File: src/rtl/satmac_pkg.sv
package satmac_pkg;

    localparam int OP_W = 4;

    typedef enum logic [OP_W-1:0] {
        OP_MAC  = 4'd0,
        OP_MACH = 4'd1,
        OP_MULS = 4'd2,
        OP_MULI = 4'd3,
        OP_MACI = 4'd4,
        OP_ADDS = 4'd5,
        OP_SUBS = 4'd6,
        OP_MULH = 4'd7,
        OP_MAX  = 4'd8,
        OP_MIN  = 4'd9
    } sm_op_e;

    typedef enum logic {
        ST_IDLE = 1'b0,
        ST_RUN  = 1'b1
    } sm_state_e;

    typedef struct packed {
        sm_op_e op;
        logic   via_mult;
    } sm_cmd_t;

    function automatic logic uses_mult(sm_op_e o);
        return (o == OP_MAC) || (o == OP_MACH) || (o == OP_MULS) ||
               (o == OP_MULI) || (o == OP_MACI) || (o == OP_MULH);
    endfunction

    function automatic logic uses_imm(sm_op_e o);
        return (o == OP_MULI) || (o == OP_MACI);
    endfunction

endpackage

File: src/rtl/satmac_mult.sv
module satmac_mult #(
    parameter int DATA_W = 32,
    parameter int STEP   = 2
) (
    input  logic                  clk,
    input  logic                  rst,
    input  logic                  go,
    input  logic [DATA_W-1:0]     mul_a,
    input  logic [DATA_W-1:0]     mul_b,
    output logic                  mul_done,
    output logic [2*DATA_W-1:0]   product
);
    localparam int ITERS  = DATA_W / STEP;
    localparam int CNT_W  = $clog2(ITERS + 1);
    localparam int PROD_W = 2 * DATA_W;

    logic [PROD_W-1:0] acc;
    logic [PROD_W-1:0] mcand;
    logic [DATA_W-1:0] mplier;
    logic [CNT_W-1:0]  cnt;
    logic              neg;
    logic              running;
    logic              done_q;
    logic [DATA_W-1:0] a_mag;
    logic [DATA_W-1:0] b_mag;
    logic [PROD_W-1:0] partial;

    assign a_mag = mul_a[DATA_W-1] ? (~mul_a + DATA_W'(1)) : mul_a;
    assign b_mag = mul_b[DATA_W-1] ? (~mul_b + DATA_W'(1)) : mul_b;

    generate
        if (STEP == 1) begin : g_bit_serial
            assign partial = mplier[0] ? mcand : '0;
        end else begin : g_digit_serial
            assign partial = mcand * {{(PROD_W-STEP){1'b0}}, mplier[STEP-1:0]};
        end
    endgenerate

    always_ff @(posedge clk) begin
        if (rst) begin
            acc     <= '0;
            mcand   <= '0;
            mplier  <= '0;
            cnt     <= '0;
            neg     <= 1'b0;
            running <= 1'b0;
            done_q  <= 1'b0;
        end else begin
            done_q <= 1'b0;
            if (go) begin
                acc     <= '0;
                mcand   <= {{DATA_W{1'b0}}, a_mag};
                mplier  <= b_mag;
                neg     <= mul_a[DATA_W-1] ^ mul_b[DATA_W-1];
                cnt     <= CNT_W'(ITERS);
                running <= 1'b1;
            end else if (running) begin
                acc    <= acc + partial;
                mcand  <= mcand << STEP;
                mplier <= mplier >> STEP;
                cnt    <= cnt - CNT_W'(1);
                if (cnt == CNT_W'(1)) begin
                    running <= 1'b0;
                    done_q  <= 1'b1;
                end
            end
        end
    end

    assign mul_done = done_q;
    assign product  = neg ? (~acc + PROD_W'(1)) : acc;

endmodule

File: src/rtl/satmac_final.sv
module satmac_final
    import satmac_pkg::*;
#(
    parameter int DATA_W = 32
) (
    input  sm_op_e                op,
    input  logic [DATA_W-1:0]     fa,
    input  logic [DATA_W-1:0]     fb,
    input  logic [DATA_W-1:0]     fc,
    input  logic [2*DATA_W-1:0]   prod,
    output logic [DATA_W-1:0]     value,
    output logic                  ovf
);
    localparam int PROD_W = 2 * DATA_W;
    localparam int SUM_W  = PROD_W + 2;
    localparam logic signed [SUM_W-1:0] LIM_HI =
        {{(SUM_W-DATA_W+1){1'b0}}, {(DATA_W-1){1'b1}}};
    localparam logic signed [SUM_W-1:0] LIM_LO =
        {{(SUM_W-DATA_W+1){1'b1}}, {(DATA_W-1){1'b0}}};

    logic signed [SUM_W-1:0] a_x, b_x, c_x, p_x, ph_x, exact;
    logic                    arith;
    logic [DATA_W-1:0]       pick;

    assign a_x  = {{(SUM_W-DATA_W){fa[DATA_W-1]}}, fa};
    assign b_x  = {{(SUM_W-DATA_W){fb[DATA_W-1]}}, fb};
    assign c_x  = {{(SUM_W-DATA_W){fc[DATA_W-1]}}, fc};
    assign p_x  = {{(SUM_W-PROD_W){prod[PROD_W-1]}}, prod};
    assign ph_x = {{(SUM_W-DATA_W){prod[PROD_W-1]}}, prod[PROD_W-1:DATA_W]};

    always_comb begin
        exact = '0;
        arith = 1'b0;
        pick  = '0;
        case (op)
            OP_MAC, OP_MACI: begin exact = c_x + p_x;  arith = 1'b1; end
            OP_MACH:         begin exact = c_x + ph_x; arith = 1'b1; end
            OP_MULS, OP_MULI:begin exact = p_x;        arith = 1'b1; end
            OP_MULH:         begin exact = ph_x;       arith = 1'b1; end
            OP_ADDS:         begin exact = b_x + a_x;  arith = 1'b1; end
            OP_SUBS:         begin exact = b_x - a_x;  arith = 1'b1; end
            OP_MAX:          pick = (a_x > b_x) ? fa : fb;
            OP_MIN:          pick = (a_x < b_x) ? fa : fb;
            default:         pick = '0;
        endcase
    end

    always_comb begin
        ovf   = arith && ((exact > LIM_HI) || (exact < LIM_LO));
        value = pick;
        if (arith) begin
            if (ovf)
                value = exact[SUM_W-1] ? LIM_LO[DATA_W-1:0] : LIM_HI[DATA_W-1:0];
            else
                value = exact[DATA_W-1:0];
        end
    end

endmodule

File: src/rtl/satmac_unit.sv
module satmac_unit
    import satmac_pkg::*;
#(
    parameter int DATA_W   = 32,
    parameter int IMM_W    = 16,
    parameter int MUL_STEP = 2
) (
    input  logic              clk,
    input  logic              rst,
    input  logic              start,
    input  logic [3:0]        op,
    input  logic [DATA_W-1:0] opnd_a,
    input  logic [DATA_W-1:0] opnd_b,
    input  logic [DATA_W-1:0] opnd_c,
    input  logic              sat_clr,
    output logic              busy,
    output logic              done,
    output logic [DATA_W-1:0] result,
    output logic              sat_hit,
    output logic              sat_flag
);
    sm_state_e         state;
    sm_cmd_t           cmd_q;
    sm_op_e            op_in;
    logic [DATA_W-1:0] a_q, b_q, c_q;
    logic [DATA_W-1:0] imm_x, mult_b;
    logic [DATA_W-1:0] result_q;
    logic              done_q, hit_q, sat_q;
    logic              accept, finish, mult_go, mult_done;
    logic [2*DATA_W-1:0] prod;
    logic [DATA_W-1:0] fin_val;
    logic              fin_ovf;

    assign op_in   = sm_op_e'(op);
    assign accept  = start && (state == ST_IDLE);
    assign imm_x   = {{(DATA_W-IMM_W){opnd_b[IMM_W-1]}}, opnd_b[IMM_W-1:0]};
    assign mult_b  = uses_imm(op_in) ? imm_x : opnd_b;
    assign mult_go = accept && uses_mult(op_in);
    assign finish  = (state == ST_RUN) && (!cmd_q.via_mult || mult_done);

    satmac_mult #(.DATA_W(DATA_W), .STEP(MUL_STEP)) i_mult (
        .clk      (clk),
        .rst      (rst),
        .go       (mult_go),
        .mul_a    (opnd_a),
        .mul_b    (mult_b),
        .mul_done (mult_done),
        .product  (prod)
    );

    satmac_final #(.DATA_W(DATA_W)) i_final (
        .op    (cmd_q.op),
        .fa    (a_q),
        .fb    (b_q),
        .fc    (c_q),
        .prod  (prod),
        .value (fin_val),
        .ovf   (fin_ovf)
    );

    always_ff @(posedge clk) begin
        if (rst) begin
            state    <= ST_IDLE;
            cmd_q    <= '0;
            a_q      <= '0;
            b_q      <= '0;
            c_q      <= '0;
            result_q <= '0;
            done_q   <= 1'b0;
            hit_q    <= 1'b0;
            sat_q    <= 1'b0;
        end else begin
            done_q <= finish;
            sat_q  <= (sat_q && !sat_clr) || (finish && fin_ovf);
            if (finish) begin
                result_q <= fin_val;
                hit_q    <= fin_ovf;
                state    <= ST_IDLE;
            end
            if (accept) begin
                cmd_q.op       <= op_in;
                cmd_q.via_mult <= uses_mult(op_in);
                a_q            <= opnd_a;
                b_q            <= opnd_b;
                c_q            <= opnd_c;
                state          <= ST_RUN;
            end
        end
    end

    assign busy     = (state != ST_IDLE);
    assign done     = done_q;
    assign result   = result_q;
    assign sat_hit  = hit_q;
    assign sat_flag = sat_q;

endmodule

File: config.mk
export PLATFORM = sky130hd
export DESIGN_NAME = satmac_unit
export DESIGN_NICKNAME = d
export VERILOG_FILES = /design/src/rtl/satmac_pkg.sv /design/src/rtl/satmac_mult.sv /design/src/rtl/satmac_final.sv /design/src/rtl/satmac_unit.sv
export SDC_FILE = /design/constraint.sdc
export NUM_CORES = 2
export LEC_CHECK = 0
export BUFFER_PORTS_ARGS = -buffer_cell sky130_fd_sc_hd__buf_2
export CAP_MARGIN = 15
export CORE_AREA = 2 2 334 336
export DETAILED_ROUTE_END_ITERATION = 6
export DIE_AREA = 0 0 336 338
export PLACE_DENSITY = 0.46
export SETUP_SLACK_MARGIN = 0.1
export SYNTH_ARGS = -nofsm -noshare
export SYNTH_HDL_FRONTEND = slang
export SYNTH_SLANG_ARGS = --single-unit
File: constraint.sdc
create_clock -name clk -period 11.76 [get_ports clk]
set_input_delay 1.176 -clock clk [delete_from_list [all_inputs] [get_ports clk]]
set_output_delay 1.176 -clock clk [all_outputs]
set_load 0.01 [all_outputs]
* After elaboration in Yosys (flattened, before gate mapping)
Cells that the tools add are included.
** Storage, ports and cells
- Bits in registers :: 305
- Input bits :: 104
- Output and inout bits :: 36
- Word-level logic and storage cells :: 104
** Cells by class
- Add/sub/neg operators :: 9
- Multiply operators :: 1
- $lt $le $gt $ge :: 4
- Equal/unequal tests :: 15
- Muxes and demuxes :: 24
- Bitwise logic cells :: 6
- Reduce and logical (&&, ||, !) cells :: 26
** Operators with widths (number)
- 66-bit case mux with 6 select lines :: 1
- 32-bit 2-to-1 mux :: 12
- 32-bit by 32-bit adder with 33-bit output :: 2
- 66-bit by 32-bit > comparator with 1-bit output, second input constant :: 1
- 66-bit by 32-bit < comparator with 1-bit output, second input constant :: 1
- 32-bit by 64-bit adder with 65-bit output :: 1
- 32-bit by 1-bit adder with 32-bit output, second input constant :: 2
- 64-bit by 1-bit adder with 64-bit output, second input constant :: 1
- 64-bit adder :: 1
- 64-bit by 2-bit multiplier with 64-bit output :: 1
- 64-bit 2-to-1 mux :: 1
- 32-bit inverter :: 2
- 64-bit inverter :: 1
- 32-bit case mux with 2 select lines :: 1
- 32-bit by 32-bit subtractor with 33-bit output :: 1
- 32-bit > comparator :: 1
- 32-bit < comparator :: 1
- 4-bit by 3-bit == test with 1-bit output, second input constant :: 6
- 4-bit by 2-bit == test with 1-bit output, second input constant :: 4
- 5-bit 2-to-1 mux :: 2
- 1-bit logical OR :: 9
- 4-bit by 1-bit == test with 1-bit output, second input constant :: 2
- 4-bit == test, second input constant :: 2
- 4-bit zero test :: 2
- other kinds (11) :: 27

* Logic depth before layout (Yosys ltp)
- Depth in word-level cells :: 10
- Mapped depth :: 26
- Gate-level depth less buffers :: 24

* By module
From an unflattened synthesis, not the netlist that was laid out.
** Second synthesis, totals
- Cells, all modules :: 4371
- Area, all modules :: 32018.2 sq um
** Modules (own cells, without submodules)
- satmac_mult :: instances 1, cells each 1944, area an instance 15018.2 sq um, seq. area each 3363.2 sq um
- satmac_final :: instances 1, cells each 1880, area an instance 12259.3 sq um, seq. area each 0.0 sq um
- satmac_unit :: instances 1, cells each 547, area an instance 4740.8 sq um, seq. area each 2742.6 sq um

* Worst setup path after synthesis
Ideal clock, no wire load.
- Path kind :: reg-to-reg
- Start point :: reg i_mult.acc[18]
- End point :: reg result_q[13], in the netlist result[13]
- Setup time :: 0.122 ns
- Arrival time :: 6.049 ns
- Data required time :: 11.638 ns
- Path slack :: 5.589 ns
- Cell stages (with the launch flop) :: 25
- Buffers on the path :: 5
- Period minus slack after synthesis :: 6.171 ns
- Cell sequence :: dfxtp_1 > buf_2 > or4_4 > or2_4 > or4_1 > o41ai_1 > xnor2_1 > ha_1 > clkbuf_1 > a21oi_1 > o21a_1 > o221a_2 > o21a_1 > or2_2 > clkbuf_1 > a2111oi_0 > o31ai_1 > a32oi_1 > and4_1 > and4_1 > clkbuf_1 > clkbuf_1 > a211o_1 > o21ai_0 > a221o_1
** On the way
- Word-level cells in the longest chain between the ends :: 10
- Elaborated cells between the ends (all ways) :: 13
- Those cells by class :: 3 x add/sub; 2 x order compare; 5 x mux; 1 x bitwise; 2 x reduce/logical
** RTL lines
- from (decl) :: RTL line satmac_mult.sv:17 : logic [PROD_W-1:0] acc;
- from (signal assigned) :: RTL line satmac_mult.sv:58 : acc <= acc + partial;
- 64-bit inverter :: RTL line satmac_mult.sv:71 : assign product = neg ? (~acc + PROD_W'(1)) : acc;
- 64-bit by 1-bit adder with 64-bit output :: RTL line satmac_mult.sv:71
- 64-bit 2-to-1 mux (*) :: RTL line satmac_mult.sv:71
- 32-bit by 64-bit adder with 65-bit output or 32-bit by 32-bit adder with 33-bit output (tied branches) :: RTL line satmac_final.sv:36, satmac_final.sv:37
- 66-bit case mux with 6 select lines (*) :: RTL line satmac_final.sv:35 : case (op)
- 66-bit by 32-bit > comparator with 1-bit output or 66-bit by 32-bit < comparator with 1-bit output (tied branches) :: RTL line satmac_final.sv:49 : ovf = arith && ((exact > LIM_HI) || (exact < LIM_LO));
- 1-bit logical OR :: RTL line satmac_final.sv:49
- 1-bit logical AND :: RTL line satmac_final.sv:49
- 32-bit 2-to-1 mux (*) :: RTL line satmac_final.sv:52 : if (ovf)
- 32-bit 2-to-1 mux (*) :: RTL line satmac_final.sv:51 : if (arith) begin
- to (signal assigned) :: RTL line satmac_unit.sv:76 : result_q <= fin_val;
- to (decl) :: RTL line satmac_unit.sv:27 : logic [DATA_W-1:0] result_q;
Mark *: on every way between the ends. The rest lies on a longest branch, timed or not.
A chain may end at the register's enable or synchronous reset.

* Final worst setup path
- Start point :: reg i_mult.acc[14]
- End point :: reg result_q[26], in the netlist result[26]
Same word-level chain as after synthesis.

==> metrics.cfg <==
[cts]
cts_tree = built
clk_latency_ps = 630
cts_setup_buffers = 0
cts.sinks = 305
root_buffer = clkbuf_16
cts_resized = 0
path_clk_slew_ps = 60
cts_buffers = 44
htreeDepth = 2
cts_hold_buf = 0
ctsLongestPathBuffers = 3

[power_and_ir_drop]
vdd_ir_drop_max_mv = 0.0941
p_leak_nw = 15.1
total_power_mw = 3.57
power_density_mw_per_mm2 = 98.5

[yosys]
synth_edf_count = 0
postSynthCellCount = 4560
synthFlopType = dfxtp_1
async_flop_share = 0
yosysTopAreaCell = dfxtp_1
synth_nets = 4959
synthesis.area_mm2 = 0.0327
syn_area_per_cell_um2 = 7.18
ys_seq_elements = 305
synth_top_area_share = 0.186
ys_seq_area_frac = 0.186
yosys_warnings = 0
ys_types = 93
synth_area_leaders = dfxtp_1 19%, ha_1 8.7%, nand2_1 7.1%

[detailed_routing]
drt-initial-drc-count = 3385
route.detailed.drc = 0
wirelength_mm = 145
dr_total_vias = 34000
routed_via_density = 5.63
firstDrtPassIters = 6
wl_per_cell_um = 24.0
drtAntennaViolNets = 0

[critical_path]
startpoint_type = flop
cp.arrival_ps = 8560
crit_chain = nor4_1, nand2_1, nor4_4, a41oi_1, xnor2_1, inv_1, ha_1, o21ai_0, nor4b_1, a211oi_1, buf_4, o211ai_1, a221oi_1, o21ai_0, nand4b_1, o31ai_1, a2111oi_0, o2111a_1, and4_1, buf_4, nand3_2, a21oi_2, a32oi_1
rr_endpoint = result[26]
r2r_setup_slack_ps = 3660
critical_path_class = flop to flop
r2r_start = i_mult.acc[14]
cp-end-kind = flop
cp_top_family = compound AO/OA/AOI/OAI gates
max_stage_delay_ps = 780
r2r_cells = 23
cp_num_buf_inv = 3
worst_path_max_delay_cell = a2111oi_0
crit_fanout = 17
worst-endpoint-required_ps = 12220

[grt]
grt_max_degree = 79
antenna_found_initial = 6
grt_pass1_wl_mm = 212
grt_use_total = 0.248
overflow = 0
grt_pass1_vias = 31700

[sta]
setup_tns_ps = 0
rsz0062_at_grt = no
worst_pin_slew_ps = 1100
skew_ps = 39.2
whs_ps = 457
setup_violations = 0
slew_headroom = 0.260
fin_crit_sh = 0.689
fmax_mhz = 123
fin_crit_ps = 8100
fin_ws_ps = 3660
slew_viol_final = 0
hold_violations = 0

[final_layout]
drive_above_1_share = 0.0754
syn_to_final_growth_pct = 10.6
fill_cells = 12000
layout.nets = 4931

[floorplan]
rows = 122
start_util = 0.298
dieWidth_um = 336
die-area_mm2 = 0.114
core-area_mm2 = 0.110
die_h_um = 338
ioPinCount = 140

[min_path]
hp-start = cmd_q[0]
min_path_type = flop to flop
min_to = cmd_q[0]
hold_depth = 2

[outcome]
outcome = complete, no violations

[run]
maxCapViolations = 0

[placed_design]
gp_congestion = 0.977
place_ws_ps = 3870
portBuffers = 139
hpwl_mm = 115

==> kinds of logic after synthesis <==
kind of cell | count (synthesis) | synth area share
AOI/OAI and AO/OA | 1424 | 0.286
xor gates and xnor gates | 260 | 0.0695
adders and majority gates | 295 | 0.128
buffers and inverters | 598 | 0.0693
DFF | 305 | 0.186
muxes | 166 | 0.0508
and+or+nand+nor | 1512 | 0.210
==> synthesized netlist by cell type (25+ instances only) <==
master / count
a21oi_1: 461
and3_1: 25
dfxtp_1: 305
o21ai_0: 228
o21bai_1: 50
nor2_1: 399
o21a_1: 53
xor2_1: 63
clkbuf_1: 238
a31oi_1: 37
or3_1: 34
fa_1: 67
nand3_1: 90
nor2b_1: 37
mux2i_1: 164
xnor2_1: 197
ha_1: 228
a21o_1: 119
nand4_1: 57
nor3_1: 73
nand2b_1: 32
a22oi_1: 32
a211o_1: 41
and2_1: 26
nand2_1: 622
a211oi_1: 88
nor4_1: 35
inv_1: 323
buf_1: 29
o31ai_1: 48
a221o_1: 33
==> how the worst max path moves through the flow <==
stage,start,endpoint,slack (ps),depth (start not counted)
2_1_floorplan,i_mult.acc[18],result[13],5590,24
3_3_place_gp,i_mult.acc[14],result[19],3900,23
3_5_place_dp,i_mult.acc[14],result[9],3870,23
4_1_cts,i_mult.acc[14],result[26],3770,23
5_1_grt,i_mult.acc[14],result[23],3120,23
6_report,i_mult.acc[14],result[26],3660,23
==> cell type report <==
cell class / instances / area, um2 / share of cell area
sequential: 305 / 6110 / 0.169
clock buffer: 60 / 1280 / 0.0354
clock inverter: 14 / 150 / 0.00414
tap: 1488 / 1860 / 0.0514
antenna: 1 / 2.50 / 0.0000691
multi-input combinational: 3657 / 24400 / 0.675
inverter: 324 / 1220 / 0.0336
timing repair buffer: 200 / 1160 / 0.0320
==> metal layers <==
metal,global-route usage,vias up,wire (um)
li1,-,16200,-
met2,0.377,1119,61600
met4,0.0796,4,4770
met5,0,-,30
met1,0.359,16500,69700
met3,0.0347,185,8940
==> tightest hold or removal path: stages, from the launching register on <==
cell and delay [ps]:
dfxtp_1 310, nand2_1 50, a21oi_1 50
==> cells in the final DEF, fill, tap and decap left out, types with 22 or more instances in the layout <==
| master | count |
|---|---|
| a21o_1 | 119 |
| o21a_1 | 53 |
| inv_1 | 323 |
| a221o_1 | 33 |
| a211oi_1 | 87 |
| o211ai_1 | 22 |
| clkbuf_16 | 45 |
| dfxtp_1 | 300 |
| nand2_1 | 620 |
| nand3_1 | 90 |
| buf_2 | 138 |
| o21ai_0 | 228 |
| o21bai_1 | 50 |
| or3_1 | 34 |
| nor4_1 | 35 |
| a31oi_1 | 37 |
| mux2i_1 | 164 |
| xor2_1 | 63 |
| buf_4 | 61 |
| and2_1 | 25 |
| a21oi_1 | 460 |
| ha_1 | 228 |
| nor2_1 | 397 |
| nand4_1 | 57 |
| nor3_1 | 73 |
| a211o_1 | 40 |
| and3_1 | 25 |
| nand2b_1 | 30 |
| xnor2_1 | 197 |
| o31ai_1 | 48 |
| fa_1 | 67 |
| a22oi_1 | 32 |
| nor2b_1 | 35 |
==> sequential cells by signal (all words and copies together) (netlist names), 5 cells and up <==
register,flops
a_q,32
i_mult.acc,64
i_mult.mplier,32
result,32
c_q,32
b_q,32
i_mult.mcand,64
cmd_q,5
i_mult.cnt,5
==> where the power goes <==
part / internal [mW] / switching [mW] / leakage, nW
combinational: 0.339 / 0.695 / 11.9
sequential: 1.09 / 0.103 / 2.49
clock: 0.784 / 0.557 / 0.698
==> per-stage QoR <==
| step | std cells | utilization | area [um2] |
|---|---|---|---|
| floorplan | 4560 | - | 32700 |
| global placement | 5974 | 0.316 | 34800 |
| detailed placement | 5974 | 0.316 | 34800 |
| CTS | 6048 | 0.329 | 36200 |
| global route | 6048 | 0.329 | 36200 |
| finish | 6049 | 0.329 | 36200 |
Note: power is estimated with default switching activity, not from simulation.
